### src/rtl/tmr_pkg.sv
package tmr_pkg;
  typedef enum logic [1:0] {
    SEL_INIT  = 2'd0,
    SEL_DIV   = 2'd1,
    SEL_ENTRY = 2'd2,
    SEL_CTRL  = 2'd3
  } tmr_sel_e;

  localparam int VEC_W       = 8;
  localparam int SHIFT_W     = 3;
  localparam int ENTRY_MASK  = 16;
  localparam int ENTRY_PER   = 17;
  localparam int CTRL_ENABLE = 8;

  // Sparse code {b3,b1,b0} -> log2(divisor); index n selects 2^((n+1) mod 8)
  function automatic logic [SHIFT_W-1:0] shift_of(input logic [3:0] code);
    logic [SHIFT_W-1:0] idx;
    idx = {code[3], code[1], code[0]};
    return idx + SHIFT_W'(1);
  endfunction
endpackage

### src/rtl/tmr_regs.sv
module tmr_regs
  import tmr_pkg::*;
(
  input  logic               clk,
  input  logic               rst,
  input  logic               wr_en,
  input  logic [1:0]         wr_sel,
  input  logic [31:0]        wr_data,
  output logic [3:0]         div_code,
  output logic [VEC_W-1:0]   vector,
  output logic               mask,
  output logic               periodic,
  output logic               sw_en
);
  always_ff @(posedge clk) begin
    if (rst) begin
      div_code <= 4'd0;
      vector   <= '0;
      mask     <= 1'b1;
      periodic <= 1'b0;
      sw_en    <= 1'b0;
    end else if (wr_en) begin
      case (tmr_sel_e'(wr_sel))
        SEL_DIV:   div_code <= wr_data[3:0];
        SEL_ENTRY: begin
          vector   <= wr_data[VEC_W-1:0];
          periodic <= wr_data[ENTRY_PER];
          mask     <= wr_data[ENTRY_MASK] | ~sw_en;
        end
        SEL_CTRL:  sw_en <= wr_data[CTRL_ENABLE];
        default:   ;
      endcase
    end
  end

  AST_FORCE_MASK: assert property (@(posedge clk) disable iff (rst)
    (wr_en && wr_sel == SEL_ENTRY && !sw_en) |=> mask);
endmodule

### src/rtl/tmr_prescaler.sv
module tmr_prescaler
  import tmr_pkg::*;
(
  input  logic       clk,
  input  logic       rst,
  input  logic       restart,
  input  logic [3:0] div_code,
  output logic       tick
);
  localparam int CNT_W = (1 << SHIFT_W) - 1;

  logic [SHIFT_W-1:0] shift_q;
  logic [CNT_W-1:0]   cnt_q;
  logic [CNT_W-1:0]   limit;

  assign limit = CNT_W'((1 << shift_q) - 1);
  assign tick  = (cnt_q == limit);

  always_ff @(posedge clk) begin
    if (rst) begin
      shift_q <= shift_of(4'd0);
      cnt_q   <= '0;
    end else if (restart || tick) begin
      shift_q <= shift_of(div_code);
      cnt_q   <= '0;
    end else begin
      cnt_q <= cnt_q + CNT_W'(1);
    end
  end

  AST_PRESCALE_ADVANCE: assert property (@(posedge clk) disable iff (rst)
    (!tick && !restart) |=> (cnt_q == $past(cnt_q) + CNT_W'(1)));
  AST_PRESCALE_SHIFT_HELD: assert property (@(posedge clk) disable iff (rst)
    (!tick && !restart) |=> $stable(shift_q));
endmodule

### src/rtl/tmr_counter.sv
module tmr_counter
  import tmr_pkg::*;
#(
  parameter int WIDTH = 32,
  parameter int STEP  = 1
) (
  input  logic             clk,
  input  logic             rst,
  input  logic             load,
  input  logic [WIDTH-1:0] load_val,
  input  logic             tick,
  input  logic             periodic,
  input  logic             mask,
  input  logic [VEC_W-1:0] vector,
  output logic [WIDTH-1:0] count,
  output logic             irq_valid,
  output logic [VEC_W-1:0] irq_vector
);
  localparam logic [WIDTH-1:0] STEP_V = WIDTH'(STEP);

  logic [WIDTH-1:0] init_q;
  logic [WIDTH-1:0] cur_q;
  logic [WIDTH-1:0] cur_d;
  logic [WIDTH-1:0] over;
  logic             fire;

  always_comb begin
    cur_d = cur_q;
    fire  = 1'b0;
    over  = STEP_V - cur_q;
    if (load) begin
      cur_d = load_val;
    end else if (tick && init_q != '0) begin
      if (cur_q > STEP_V) begin
        cur_d = cur_q - STEP_V;
      end else if (periodic) begin
        fire  = 1'b1;
        cur_d = (over < init_q) ? (init_q - over) : '0;
      end else if (cur_q != '0) begin
        fire  = 1'b1;
        cur_d = '0;
      end
    end
  end

  always_ff @(posedge clk) begin
    if (rst) begin
      init_q     <= '0;
      cur_q      <= '0;
      irq_valid  <= 1'b0;
      irq_vector <= '0;
    end else begin
      if (load) init_q <= load_val;
      cur_q     <= cur_d;
      irq_valid <= fire & ~mask;
      if (fire) irq_vector <= vector;
    end
  end

  assign count = cur_q;

  AST_STEP_DOWN: assert property (@(posedge clk) disable iff (rst)
    (tick && !load && cur_q > STEP_V && init_q != '0) |=> (cur_q == $past(cur_q) - STEP_V));
  AST_IDLE_WHEN_ZERO: assert property (@(posedge clk) disable iff (rst)
    (init_q == '0 && !load) |=> (!irq_valid && cur_q == $past(cur_q)));
  AST_ONESHOT_STAYS: assert property (@(posedge clk) disable iff (rst)
    (!periodic && cur_q == '0 && !load) |=> (cur_q == '0 && !irq_valid));
  AST_HOLD_BETWEEN_TICKS: assert property (@(posedge clk) disable iff (rst)
    (!tick && !load) |=> ($stable(cur_q) && !irq_valid));
endmodule

### src/rtl/irq_countdown_timer.sv
module irq_countdown_timer
  import tmr_pkg::*;
#(
  parameter int WIDTH = 32,
  parameter int STEP  = 1
) (
  input  logic             clk,
  input  logic             rst,
  input  logic             wr_en,
  input  logic [1:0]       wr_sel,
  input  logic [31:0]      wr_data,
  output logic [WIDTH-1:0] cur_count,
  output logic             irq_valid,
  output logic [VEC_W-1:0] irq_vector
);
  logic [3:0]       div_code;
  logic [VEC_W-1:0] vector;
  logic             mask;
  logic             periodic;
  logic             sw_en;
  logic             tick;
  logic             load;

  assign load = wr_en && (wr_sel == SEL_INIT);

  tmr_regs u_regs (
    .clk(clk), .rst(rst), .wr_en(wr_en), .wr_sel(wr_sel), .wr_data(wr_data),
    .div_code(div_code), .vector(vector), .mask(mask),
    .periodic(periodic), .sw_en(sw_en)
  );

  tmr_prescaler u_pre (
    .clk(clk), .rst(rst), .restart(load), .div_code(div_code), .tick(tick)
  );

  tmr_counter #(.WIDTH(WIDTH), .STEP(STEP)) u_cnt (
    .clk(clk), .rst(rst), .load(load), .load_val(wr_data[WIDTH-1:0]),
    .tick(tick), .periodic(periodic), .mask(mask), .vector(vector),
    .count(cur_count), .irq_valid(irq_valid), .irq_vector(irq_vector)
  );

  AST_MASKED_SILENT: assert property (@(posedge clk) disable iff (rst)
    irq_valid |-> !$past(mask));
  AST_VECTOR_MATCH: assert property (@(posedge clk) disable iff (rst)
    irq_valid |-> (irq_vector == $past(vector)));
endmodule

### config.mk
export PLATFORM = sky130hd
export DESIGN_NAME = irq_countdown_timer
export DESIGN_NICKNAME = d
export VERILOG_FILES = /design/src/rtl/tmr_pkg.sv /design/src/rtl/tmr_regs.sv /design/src/rtl/tmr_prescaler.sv /design/src/rtl/tmr_counter.sv /design/src/rtl/irq_countdown_timer.sv
export SDC_FILE = /design/constraint.sdc
export NUM_CORES = 1
export LEC_CHECK = 0
export ABC_AREA = 1
export BUFFER_PORTS_ARGS = -buffer_cell sky130_fd_sc_hd__buf_2
export CORE_UTILIZATION = 40
export CTS_BUF_LIST = sky130_fd_sc_hd__clkbuf_8
export DETAILED_ROUTE_END_ITERATION = 12
export GPL_ROUTABILITY_DRIVEN = 0
export GPL_TIMING_DRIVEN = 0
export HOLD_SLACK_MARGIN = 0.06
export REMOVE_ABC_BUFFERS = 1
export SYNTH_ARGS = -nofsm -noshare
export SYNTH_HDL_FRONTEND = slang
export SYNTH_HIERARCHICAL = 1
export SYNTH_SLANG_ARGS = --single-unit
### constraint.sdc
create_clock -name clk -period 8.3 [get_ports clk]
set_input_delay 0.415 -clock clk [delete_from_list [all_inputs] [get_ports clk]]
set_output_delay 0.415 -clock clk [all_outputs]
set_load 0.03 [all_outputs]
-- Word level (Yosys, flattened, before mapping)
Cells that the tools add are included.
- register bits: 98
- input port bits: 37
- output and inout bits: 41
- logic and storage cells: 52
- $add $sub $neg: 6
- magnitude comparators: 2
- equality and inequality tests: 4
- shift-type cells: 1
- muxes and demuxes: 11
- bitwise operators: 4
- reductions and logical operators: 13
- operators with widths (cell ; number):
    32-bit two-way mux ; 6
    32-bit nonzero test ; 2
    32-bit by 1-bit greater-than comparator with 1-bit output (second input constant) ; 1
    32-bit less-than comparator ; 1
    1-bit by 32-bit subtractor with 32-bit output (first input constant) ; 1
    32-bit by 1-bit subtractor with 32-bit output (second input constant) ; 1
    32-bit subtractor ; 1
    2-bit AND reduction ; 4
    7-bit by 1-bit adder with 7-bit output (second input constant) ; 1
    7-bit equality test ; 1
    1-bit by 3-bit left shift with 7-bit output (first input constant) ; 1
    7-bit by 2-bit subtractor with 7-bit output (second input constant) ; 1
    1-bit two-way mux ; 5
    2-bit equality test (second input constant) ; 2
    4-bit nonzero test ; 1
    3-bit by 1-bit adder with 3-bit output (second input constant) ; 1
    2-bit by 1-bit equality test with 1-bit output (second input constant) ; 1
    1-bit logical AND ; 2
    2-bit logical NOT ; 1
    1-bit NOT ; 2
    2-bit nonzero test ; 1
    2-bit OR reduction ; 1
    1-bit AND ; 1
    1-bit logical OR ; 1
    1-bit bitwise OR ; 1

-- Logic depth before layout (Yosys ltp)
Gate-level depths: netlist of the first run.
- depth after elaboration: 7
- mapped depth: 23
- mapped depth without buffers: 23

-- Modules after synthesis
Netlist of the first run, hierarchy kept.
- by module, submodules not included (module ; instances ; cells an instance ; area each (um2) ; seq. area each (um2)):
    tmr_counter ; 1 ; 1260 ; 7231.9 ; 1461.4
    tmr_regs ; 1 ; 99 ; 641.9 ; 300.3
    tmr_prescaler ; 1 ; 93 ; 606.8 ; 200.2
    irq_countdown_timer ; 1 ; 3 ; 13.8 ; 0.0

-- Worst setup path after synthesis of the first run
Ideal clock, no wire load.
- path kind: reg-to-reg
- start point: register u_cnt.cur_q[1] (netlist: u_cnt/count[1])
- end point: register u_cnt.cur_q[2] (netlist: u_cnt/count[2])
- library setup time: 0.120 ns
- arrival: 3.197 ns
- data required time: 8.180 ns
- slack: 4.983 ns
- cell stages (with the launch flop): 21
- path buffers: 1
- period minus slack after synthesis: 3.317 ns
- cell sequence: dfxtp_1 inv_1 ha_1 nand2_1 nor2_1 inv_1 nor4_1 nand3_1 xor2_1 ha_1 nand2_1 nand2_1 a21oi_1 nand2_1 a21oi_1 nand2_1 nand2_2 buf_6 nor2_1 o21ai_1 a21oi_1
- word-level cells in the longest chain between the ends: 7
- elaborated cells on any way between the ends: 13
- classes of those cells: add/sub (3); order compare (2); mux (5); reduce/logical (3)
- RTL lines (item ; line ; source):
    start: declaration ; tmr_counter.sv:22 ; logic [WIDTH-1:0] cur_q;
    start signal: assignment ; tmr_counter.sv:54 ; cur_q <= cur_d;
    1-bit by 32-bit subtractor with 32-bit output ; tmr_counter.sv:30 ; over = STEP_V - cur_q;
    32-bit subtractor or 32-bit less-than comparator (tied branches) ; tmr_counter.sv:38 ; cur_d = (over < init_q) ? (init_q - over) : '0;
    32-bit two-way mux ; tmr_counter.sv:38 ;
    32-bit two-way mux ; tmr_counter.sv:36 ; end else if (periodic) begin
    32-bit two-way mux ; tmr_counter.sv:34 ; if (cur_q > STEP_V) begin
    32-bit two-way mux ; tmr_counter.sv:33 ; end else if (tick && init_q != '0) begin
    32-bit two-way mux ; tmr_counter.sv:31 ; if (load) begin
Several ways; a longest one is shown, not always the timed one. The select of a mux whose other input is x is not followed.
A chain may end at the register's enable or synchronous reset.

-- Worst setup path in the final report of the first run
- start point: register u_cnt.cur_q[1] (netlist: u_cnt/count[1])
- end point: register u_cnt.cur_q[19] (netlist: u_cnt/count[19])
The elaborated chain is that of the path after synthesis.

==> results.md, run 1 <==
* # IOs at 78
* WL met1 at 13,600 um
* Area Growth Syn to Fin at 9.28%
* DRC errors left at 0
* Top cell by count, worst path: nand2_1
* Die Ht at 147 um
* Max Clk Rate at 0.221 GHz
* FILL cells at 2,302
* WL per Instance at 15.9 um
* Pre-antenna DRT Iters at 8
* Maximum number of pins on one net before global-route repair at 46
* CP Capture Type: flop
* Worst VDD drop at ~160 uV
* Fin nets at about 1,600
* # clock sinks at just under 100
* Root Driver: clkbuf_8
* Row Count at 52
* Slowest CP cell: a21oi_4
* Core area at between 0.02 and 0.025 mm^2
* Final Cycle Share at 0.545
* Power density cells at between 300 and 400 mW/mm^2
* Via count at between 9,000 and 10,000
* Worst path top cell family by delay: simple AND/OR/NAND/NOR gates
* Total leakage power at 0.00514 uW
* Initial Utilization at 0.413
* DP HPWL at 22,600 um
* Post-route minimum period at around 4.5 ns
* Post-synthesis cell count at 1,449
* Hold WS at between 0.2 and 0.3 ns
* Syn Area/Cell at around 5.8 um^2
* Die Area at around 0.022 mm^2
* Fin. Hold Viols at 0
* Unrepaired setup endpoints after global routing: no
* Crit path launch type: flop
* Initial antenna violation count at 0
* Place WS at 3.96 ns
* Port bufs at 77
* CTS Hold Bufs at 0
* Detail Route Antenna Nets at 0
* First-pass GRT wire length at between 40,000 and 50,000 um
* Crit-path cells: inv_1, ha_1, inv_1, nor2_1, inv_1, nor2_1, inv_1, nor2_1, nand2_1, xor2_1, ha_1, nand2_1, nor2_1, nand2_1, nor2_1, nand2_1, a21oi_4, nand3_1, nand2_1, nand2_1, a21oi_1
* Layout cells sized above 1 at 0.0893
* Max-slew violations at 0
* TritonCTS clock tree: built
* YS warnings at 6
* Setup CP Type: reg2reg
* Setup violators final at 0
* N_diodes at 0
* Tot GR Track Use at 0.262
* CTS Buffer Depth at 2
* Netlist Area Pre-Place at 0.00846 mm^2
* Crit-path max FO at 14
* Clock Skew at approximately 0.023 ns
* Number of setup buffers added after CTS at 0
* Slowest stage delay, CP at 0.55 ns
* Type of the tightest min-delay check: in2reg
* Maximum level of the CTS H-tree at 3
* Critical path required time at around 8.6 ns
* Status: finished clean
* CP arrival at between 4 and 5 ns
* WL met3 at between 1500 and 2000 um
* Worst Path Buf+Inv at 4
* Drt total wl at 28,200 um
* Clk pin slew, worst setup/hold paths at around 0.11 ns
* Max_cap viols at 0
* PostCTS Resize Cnt at 0
* Final WS setup at about 3.8 ns
* Met2 Wirelength at 12,200 um
* Top sig layer: met4
* CTS Buf Count at 9
* DIE WIDTH at around 150 um
* Vias in the first global route at approximately 8,000
* Setup tns final at 0 ns
* Slew HR at 0.325
* Least-Margin Pin Slew at approximately 1.0 ns
* Vias per Instance at between 5 and 6
* Starting DRC count in detailed routing at roughly 770
* Clock Latency Late Sink at approximately 0.4 ns
* Grt ovf at 0
==> metrics by stage <==
step	cells	instance area (um^2)	utilization	power, uW
floorplan	1417	8290	-	2270
global placement	1764	9020	0.440	2900
detailed placement	1765	9040	0.441	2900
CTS	1781	9240	0.451	3240
global route	1781	9240	0.451	3550
finish	1781	9240	0.451	3280
==> path summary, 6_finish.rpt <==
kind | from | to | slack (ns) | cells after the start
hold / removal | wr_data[8] | u_regs/sw_en$_SDFFE_PP0P_ | 0.27 | 3
setup / recovery | u_cnt/count[1]$_SDFFE_PP0P_ | u_cnt/count[19]$_SDFFE_PP0P_ | 3.77 | 21
hold reg to reg | u_regs/mask$_SDFFE_PP1P_ | u_cnt/irq_valid$_SDFF_PP0_ | 0.43 | 1
setup reg to reg | u_cnt/count[1]$_SDFFE_PP0P_ | u_cnt/count[19]$_SDFFE_PP0P_ | 3.77 | 21
==> registers in the layout (all words and copies together), names as in the netlist <==
name and cells:
u_regs/periodic 1, u_cnt/init_q 32, u_regs/mask 1, u_pre/shift_q 3, u_cnt/irq_vector 8, u_cnt/count 32
u_pre/cnt_q 7, u_regs/div_code 3, u_regs/sw_en 1, u_regs/vector 8, u_cnt/irq_valid 1
==> layer usage <==
metal	GRT usage	vias to the layer above
met5	0	-
met4	0.0649	0
met3	0.0272	28
met2	0.405	326
met1	0.386	4240
li1	-	4649
==> tightest hold or removal path, stage by stage <==
cell and delay [ns]:
buf_2 0.09, nor2_1 0.04, nor2_1 0.08
==> layout by cell type (no fill, tap or decap), types with 2 or more instances in the layout <==
master	count
nand2_1	458
inv_1	224
nor2_1	190
dfxtp_1	97
a21oi_1	95
buf_2	77
nand3_1	59
xor2_1	48
o21ai_0	41
ha_1	39
nor3_1	22
o21ai_1	21
nand4_1	18
xnor2_1	17
clkbuf_8	10
nor2_2	10
nand3_2	10
nand3b_1	9
a31oi_1	9
nor4_1	8
nor2_4	6
nand2_2	5
o21bai_1	5
and2_1	4
nand3_4	4
inv_2	3
o22ai_1	3
clkinv_4	2
a21o_1	2
and3_1	2
==> power by group <==
| group | leakage (uW) | internal, uW | switching (uW) |
|---|---|---|---|
| clock | 0.0000978 | 124 | 198 |
| combinational | 0.00425 | 700 | 1570 |
| sequential | 0.000792 | 543 | 146 |
==> area by class of cell <==
class / instances / area, um^2 / share of cell area
repair buffers: 78 / 405 / 0.0439
clock buffers: 10 / 138 / 0.0149
flip-flops and latches: 97 / 1940 / 0.210
inverters: 228 / 856 / 0.0926
clock inverters: 6 / 61.3 / 0.00664
well taps: 270 / 338 / 0.0366
multi-input cells: 1092 / 5500 / 0.595
(Power assumes the default switching activity.)
==> run 2: changes to the inputs <==
--- a/config.mk
+++ b/config.mk
@@ -5,7 +5,7 @@
 export SDC_FILE = /design/constraint.sdc
 export NUM_CORES = 1
 export LEC_CHECK = 0
-export ABC_AREA = 1
+export ABC_AREA = 0
 export BUFFER_PORTS_ARGS = -buffer_cell sky130_fd_sc_hd__buf_2
 export CORE_UTILIZATION = 40
 export CTS_BUF_LIST = sky130_fd_sc_hd__clkbuf_8
==> constraint.sdc (replaced) <==
create_clock -name clk -period 4.1 [get_ports clk]
set_input_delay 0.205 -clock clk [delete_from_list [all_inputs] [get_ports clk]]
set_output_delay 0.205 -clock clk [all_outputs]
set_load 0.03 [all_outputs]
==> run 2 against run 1 <==
The flow now finishes with violations (DRC, setup timing). Total power up 80%. Utilization up 6.4 points. Sequential power increased by 100%. Cell area grew 0.84%. Via count decreased by 22%. Highest routed layer unchanged.
==> results.md, run 2 <==
* Slew HR at 0.235 (-0.0900)
* Tot GR Track Use at 0.240 (-0.0216)
* R2r worst-path depth at 17 (-19%)
* Port bufs at 77 (unchanged)
* Clock Latency Late Sink at 0.41 ns (about the same)
* WP depth at 17 (-19%)
* Power density cells at 635 mW/mm^2 (+79%)
* TritonCTS clock tree: built
* Final Cycle Share at 1.12 (+0.570)
* Maximum number of pins on one net before global-route repair at 77 (+67%)
* Status: finished with violations
* Post-route minimum period at 4.57 ns (+0.0487 ns)
* Crit-path max FO at 7 (-7)
* Row Count at 49 (-5.8%)
* Crit path launch type: flop
* Die Area at 0.0191 mm^2 (-12%)
* Detail Route Antenna Nets at 0 (unchanged)
* Final WS setup at -0.475 ns (-4.25 ns)
* # IOs at 78 (unchanged)
* Root Driver: clkbuf_8
* R2r startpoint: u_cnt/count[9]$_SDFFE_PP0P_
* Slowest CP cell: or4_4
* DIE WIDTH at 138 um (-6.1%)
* Max-slew violations at 0 (unchanged)
* Vias per Instance at 5.72 (+10%)
* Grt ovf at 0 (unchanged)
* Core area at 0.0181 mm^2 (-12%)
* Most frequent cells in the layout: 111 x nor2_1, 92 x dfxtp_1, 77 x o21ai_0
* Place WS at -1.28 ns (-5.24 ns)
* Max Clk Rate at 0.219 GHz (-1.1%)
* Vias in the first global route at 6,703 (-19%)
* DRC errors left at 12 (+12)
* YS warnings at 6 (unchanged)
* N_diodes at 0 (unchanged)
* Worst hold stages at 3 (unchanged)
* Total leakage power at 0.00378 uW (-26%)
* Maximum level of the CTS H-tree at 3 (unchanged)
* Dpl cells at 1,184 (-33%)
* Setup tns final at -11.40 ns (-11.40 ns)
* Layout cells sized above 1 at 0.264 (+0.175)
* DP HPWL at 16,000 um (-29%)
* Worst path top cell family by delay: simple AND/OR/NAND/NOR gates
* Post-route insts no fill at 1,267 (-29%)
* Crit path launch: u_cnt/count[9]$_SDFFE_PP0P_
* Die Ht at 138 um (-6.1%)
* Via count at 7,243 (-22%)
* Fin nets at 1,110 (-30%)
* CP Capture Type: flop
* Reg2Reg Setup Slack at -0.47 ns (-4.25 ns)
* CP arrival at 4.90 ns (+0.06 ns)
* Least-Margin Pin Slew at 1.15 ns (+0.135 ns)
* WL per Instance at 18.5 um (+17%)
* Total power at 5910 uW (+80%)
* Setup CP Type: reg2reg
* CTS Buffer Depth at 2 (unchanged)
* Fin. Hold Viols at 0 (unchanged)
* Worst Path Buf+Inv at 3 (-1)
* Post-synthesis cell count at 930 (-36%)
* Endpoint with the worst hold slack: u_cnt/init_q[15]$_SDFFE_PP0P_
* # clock sinks at 97 (unchanged)
* Max_cap viols at 0 (unchanged)
* Critical path required time at 4.42 ns (-4.19 ns)
* Slowest stage delay, CP at 0.53 ns (-0.02 ns)
* Crit-path cells: or4_4, or3_4, or4_4, nand3b_1, nand2b_4, xnor2_4, ha_4, buf_6, and4_4, nand4_1, o21ai_2, a31oi_4, nor2_4, buf_6, buf_12, o2111ai_1, o22ai_1
* Netlist Area Pre-Place at 0.00744 mm^2 (-12%)
* CTS Buf Count at 9 (unchanged)
* Initial Utilization at 0.411 (-0.00144)
* Syn Area/Cell at 8.00 um^2 (+37%)
* Clk pin slew, worst setup/hold paths at 0.11 ns (about the same)
* RR Endpoint: u_cnt/count[30]$_SDFFE_PP0P_
* Min-delay src: wr_data[15]
* Initial antenna violation count at 0 (unchanged)
* Starting DRC count in detailed routing at 425 (-45%)
* Type of the tightest min-delay check: in2reg
* FILL cells at 1,701 (-26%)
* Clock Skew at 0.0170 ns (-0.00554 ns)
* Commonest non-fill, non-tap cell in the layout: nor2_1
* Unrepaired setup endpoints after global routing: yes
* Setup violators final at 32 (+32)
* Drt total wl at 23,500 um (-17%)
* Worst VDD drop at 376 uV (+130%)
* First-pass GRT wire length at 36,500 um (-18%)
* Pre-antenna DRT Iters at 9 (+1)
* Area Growth Syn to Fin at 25.3%
* Failing checks: DRC, setup timing
## run 2: final cells by class
class	count	area, um^2	share of cell area
Clock buffer	9	124	0.0133
Timing Repair Buffer	151	1170	0.126
Tap cell	229	287	0.0308
Sequential cell	97	1950	0.210
Clock inverter	7	81.3	0.00873
Inverter	16	60.1	0.00645
Multi-Input combinational cell	758	5640	0.605
## run 2: what timing repair did
action	in CTS	in global routing
pin swaps	33	31
gates resized for setup	76	66
hold buffers	23	0
endpoints found under the setup margin	32	32
endpoints found under the hold margin	24	0
setup buffers	28	15
cloned	1	2
## run 2: tightest hold or removal path, stage by stage
cell and delay, ns:
buf_2 0.09, mux2i_1 0.07, nor2_1 0.08
## run 2: worst max-delay path by stage
stage                                         to  slack (ns)
floorplan           u_cnt/count[30]$_SDFFE_PP0P_       -0.78
global placement    u_cnt/count[26]$_SDFFE_PP0P_       -3.07
detailed placement  u_cnt/count[29]$_SDFFE_PP0P_       -1.28
CTS                 u_cnt/count[27]$_SDFFE_PP0P_       -0.39
global route        u_cnt/count[30]$_SDFFE_PP0P_       -0.58
finish              u_cnt/count[30]$_SDFFE_PP0P_       -0.47
## run 2: power breakdown
group          internal [uW]  leakage, uW  total, uW  switching [uW]
combinational           1510      0.00288       3840            2330
sequential              1100     0.000794       1410             310
clock                    245     0.000104        665             420
total                   2850      0.00378       5910            3060
## run 2: through the flow
step / area (um^2) / hold WS, ns / util
after floorplan: 7030 / 0.274 / -
after global placement: 7700 / 0.435 / 0.426
after detailed placement: 7840 / 0.432 / 0.434
after CTS: 8880 / 0.0617 / 0.491
after global routing: 9320 / 0.0737 / 0.515
final: 9320 / 0.0780 / 0.515
## run 2: layer usage
metal,vias to the layer above,track usage,share of wire
met5,-,0,0
met4,0,0.0810,0.029
met3,43,0.0367,0.061
met2,239,0.387,0.45
met1,3444,0.326,0.46
li1,3517,-,-
==> run 3: changes to the inputs <==
--- a/config.mk
+++ b/config.mk
@@ -5,7 +5,6 @@
 export SDC_FILE = /design/constraint.sdc
 export NUM_CORES = 1
 export LEC_CHECK = 0
-export ABC_AREA = 0
 export BUFFER_PORTS_ARGS = -buffer_cell sky130_fd_sc_hd__buf_2
 export CORE_UTILIZATION = 40
 export CTS_BUF_LIST = sky130_fd_sc_hd__clkbuf_8
@@ -14,6 +13,7 @@
 export GPL_TIMING_DRIVEN = 0
 export HOLD_SLACK_MARGIN = 0.06
 export REMOVE_ABC_BUFFERS = 1
+export SKIP_LAST_GASP = 1
 export SYNTH_ARGS = -nofsm -noshare
 export SYNTH_HDL_FRONTEND = slang
 export SYNTH_HIERARCHICAL = 1
==> run 3 against run 2 <==
The flow still finishes with violations (DRC, setup timing). Clock-buffer cell count unchanged. Cell count decreased by 0.47%. Largest power group unchanged. Sequential share of layout area increased by 0.36 points. Critical endpoint is now u_cnt/count[27]$_SDFFE_PP0P_. Via count decreased by 1.1%. Global-route usage about the same. Clock power about the same. Combinational power decreased by 2%.
==> results.md, run 3 (same netlist as run 2, synthesis figures left out) <==
* Initial Utilization at 0.411 (unchanged)
* Power density cells at 635 mW/mm^2 (about the same)
* CTS Buf Count at 9 (unchanged)
* WL per Instance at 18.5 um (+0.10%)
* Tot GR Track Use at 0.240 (-0.000373)
* Die Ht at 138 um (unchanged)
* Post-route insts no fill at 1,261 (-0.47%)
* Fin. Hold Viols at 0 (unchanged)
* Final Cycle Share at 1.10 (-0.0145)
* Place WS at -1.28 ns (unchanged)
* Worst VDD drop at 373 uV (-0.82%)
* # IOs at 78 (unchanged)
* Max Clk Rate at 0.221 GHz (+1.3%)
* Pre-antenna DRT Iters at 9 (unchanged)
* Via count at 7,165 (-1.1%)
* Row Count at 49 (unchanged)
* Vias per Instance at 5.68 (-0.61%)
* Initial antenna violation count at 0 (unchanged)
* Dpl cells at 1,184 (unchanged)
* Maximum level of the CTS H-tree at 3 (unchanged)
* Grt ovf at 0 (unchanged)
* First-pass GRT wire length at 36,400 um (-0.23%)
* CP arrival at 4.81 ns (-0.09 ns)
* DP HPWL at 16,000 um (unchanged)
* Critical path required time at 4.39 ns (-0.03 ns)
* Status: finished with violations
* Crit-path max FO at 5 (-2)
* N_diodes at 0 (unchanged)
* Least-Margin Pin Slew at 1.13 ns (-0.0162 ns)
* CTS Buffer Depth at 2 (unchanged)
* DIE WIDTH at 138 um (unchanged)
* Starting DRC count in detailed routing at 494 (+16%)
* CP Capture Type: flop
* Max_cap viols at 0 (unchanged)
* Crit path launch type: flop
* Final Cell Area at 0.00915 mm^2 (-1.8%)
* Max-slew violations at 0 (unchanged)
* Post-route minimum period at 4.51 ns (-0.0596 ns)
* Clock Latency Late Sink at 0.41 ns (about the same)
* # clock sinks at 97 (unchanged)
* Failing checks: DRC, setup timing
* Area Growth Syn to Fin at 23.1%
* Placed Area at 0.00784 mm^2 (unchanged)
* Port bufs at 77 (unchanged)
* Total leakage power at 0.00372 uW (-1.6%)
* Unrepaired setup endpoints after global routing: yes
* Layout cells sized above 1 at 0.249 (-0.0149)
* Root Driver: clkbuf_8
* Most frequent cells in the layout: 111 x nor2_1, 93 x dfxtp_1, 78 x o21ai_0
* Slew HR at 0.246 (+0.0108)
* TritonCTS clock tree: built
* Final WS setup at -0.415 ns (+0.0596 ns)
* Clock Skew at 0.0169 ns (-0.000119 ns)
* Setup violators final at 32 (unchanged)
* Type of the tightest min-delay check: in2reg
* Die Area at 0.0191 mm^2 (unchanged)
* Maximum number of pins on one net before global-route repair at 77 (unchanged)
* DRC errors left at 12 (unchanged)
* Setup CP Type: reg2reg
* Vias in the first global route at 6,661 (-0.63%)
* Core area at 0.0181 mm^2 (unchanged)
* Clk pin slew, worst setup/hold paths at 0.11 ns (about the same)
* Detail Route Antenna Nets at 0 (unchanged)
* Drt total wl at 23,400 um (-0.37%)
* Commonest non-fill, non-tap cell in the layout: nor2_1
* Fin nets at 1,104 (-0.54%)
==> run 3: area by class of cell <==
cell class | count | area (um^2)
inverters | 16 | 60.1
well taps | 229 | 287
multi-input cells | 758 | 5540
repair buffers | 145 | 1110
clock buffers | 9 | 124
fillers | 1730 | 8930
clock inverters | 7 | 81.3
flip-flops and latches | 97 | 1950
==> run 3: metrics by stage <==
stage	utilization	TNS, ns	power (uW)	hold WS, ns
6_report	0.506	-9.88	5810	0.0793
5_1_grt	0.506	-14.33	6200	0.0737
4_1_cts	0.490	-8.85	5550	0.0617
3_5_place_dp	0.434	-32.78	4580	0.432
3_3_place_gp	0.426	-122.59	4520	0.435
2_1_floorplan	-	-21.53	3680	0.274
==> run 3: final timing paths <==
check / startpoint / to / slack, ns / cells after the start
worst max register to register: u_cnt/count[9]$_SDFFE_PP0P_ / u_cnt/count[27]$_SDFFE_PP0P_ / -0.41 / 16
worst min-delay path: wr_data[15] / u_cnt/init_q[15]$_SDFFE_PP0P_ / 0.08 / 3
worst min register to register: u_regs/mask$_SDFFE_PP1P_ / u_cnt/irq_valid$_SDFF_PP0_ / 0.45 / 1
worst max-delay path: u_cnt/count[9]$_SDFFE_PP0P_ / u_cnt/count[27]$_SDFFE_PP0P_ / -0.41 / 16
==> run 3: power by group <==
| group | switching [uW] | internal (uW) |
|---|---|---|
| Clock | 419 | 245 |
| Sequential | 305 | 1100 |
| Combinational | 2290 | 1460 |
| Total | 3010 | 2800 |
==> run 3: per-layer routing <==
layer  track usage  vias to the layer above  share of wire
li1              -                     3506              -
met2         0.387                      222           0.45
met4        0.0781                        0          0.030
met5             0                        -              0
met1         0.327                     3394           0.47
met3        0.0367                       43          0.051
==> run 3: worst max-delay path, stage by stage, from the launching register on <==
cell	delay [ns]
dfxtp_4	0.36
or4_4	0.53
or3_4	0.35
or4_4	0.44
nand3b_1	0.31
nand2b_4	0.24
xnor2_4	0.21
ha_4	0.25
a21oi_4	0.14
o21bai_2	0.09
a211oi_2	0.20
nor2_1	0.07
a311o_1	0.36
a311oi_2	0.37
xnor2_1	0.12
a211oi_2	0.30
nor3_1	0.07
==> run 3: repair_timing <==
action	CTS	global route
setup endpoints to repair	32	32
setup buffers	28	8
resized for setup	70	51
pin swaps	33	27
cloned	1	2
hold endpoints to repair	24	0
hold buffers	23	0
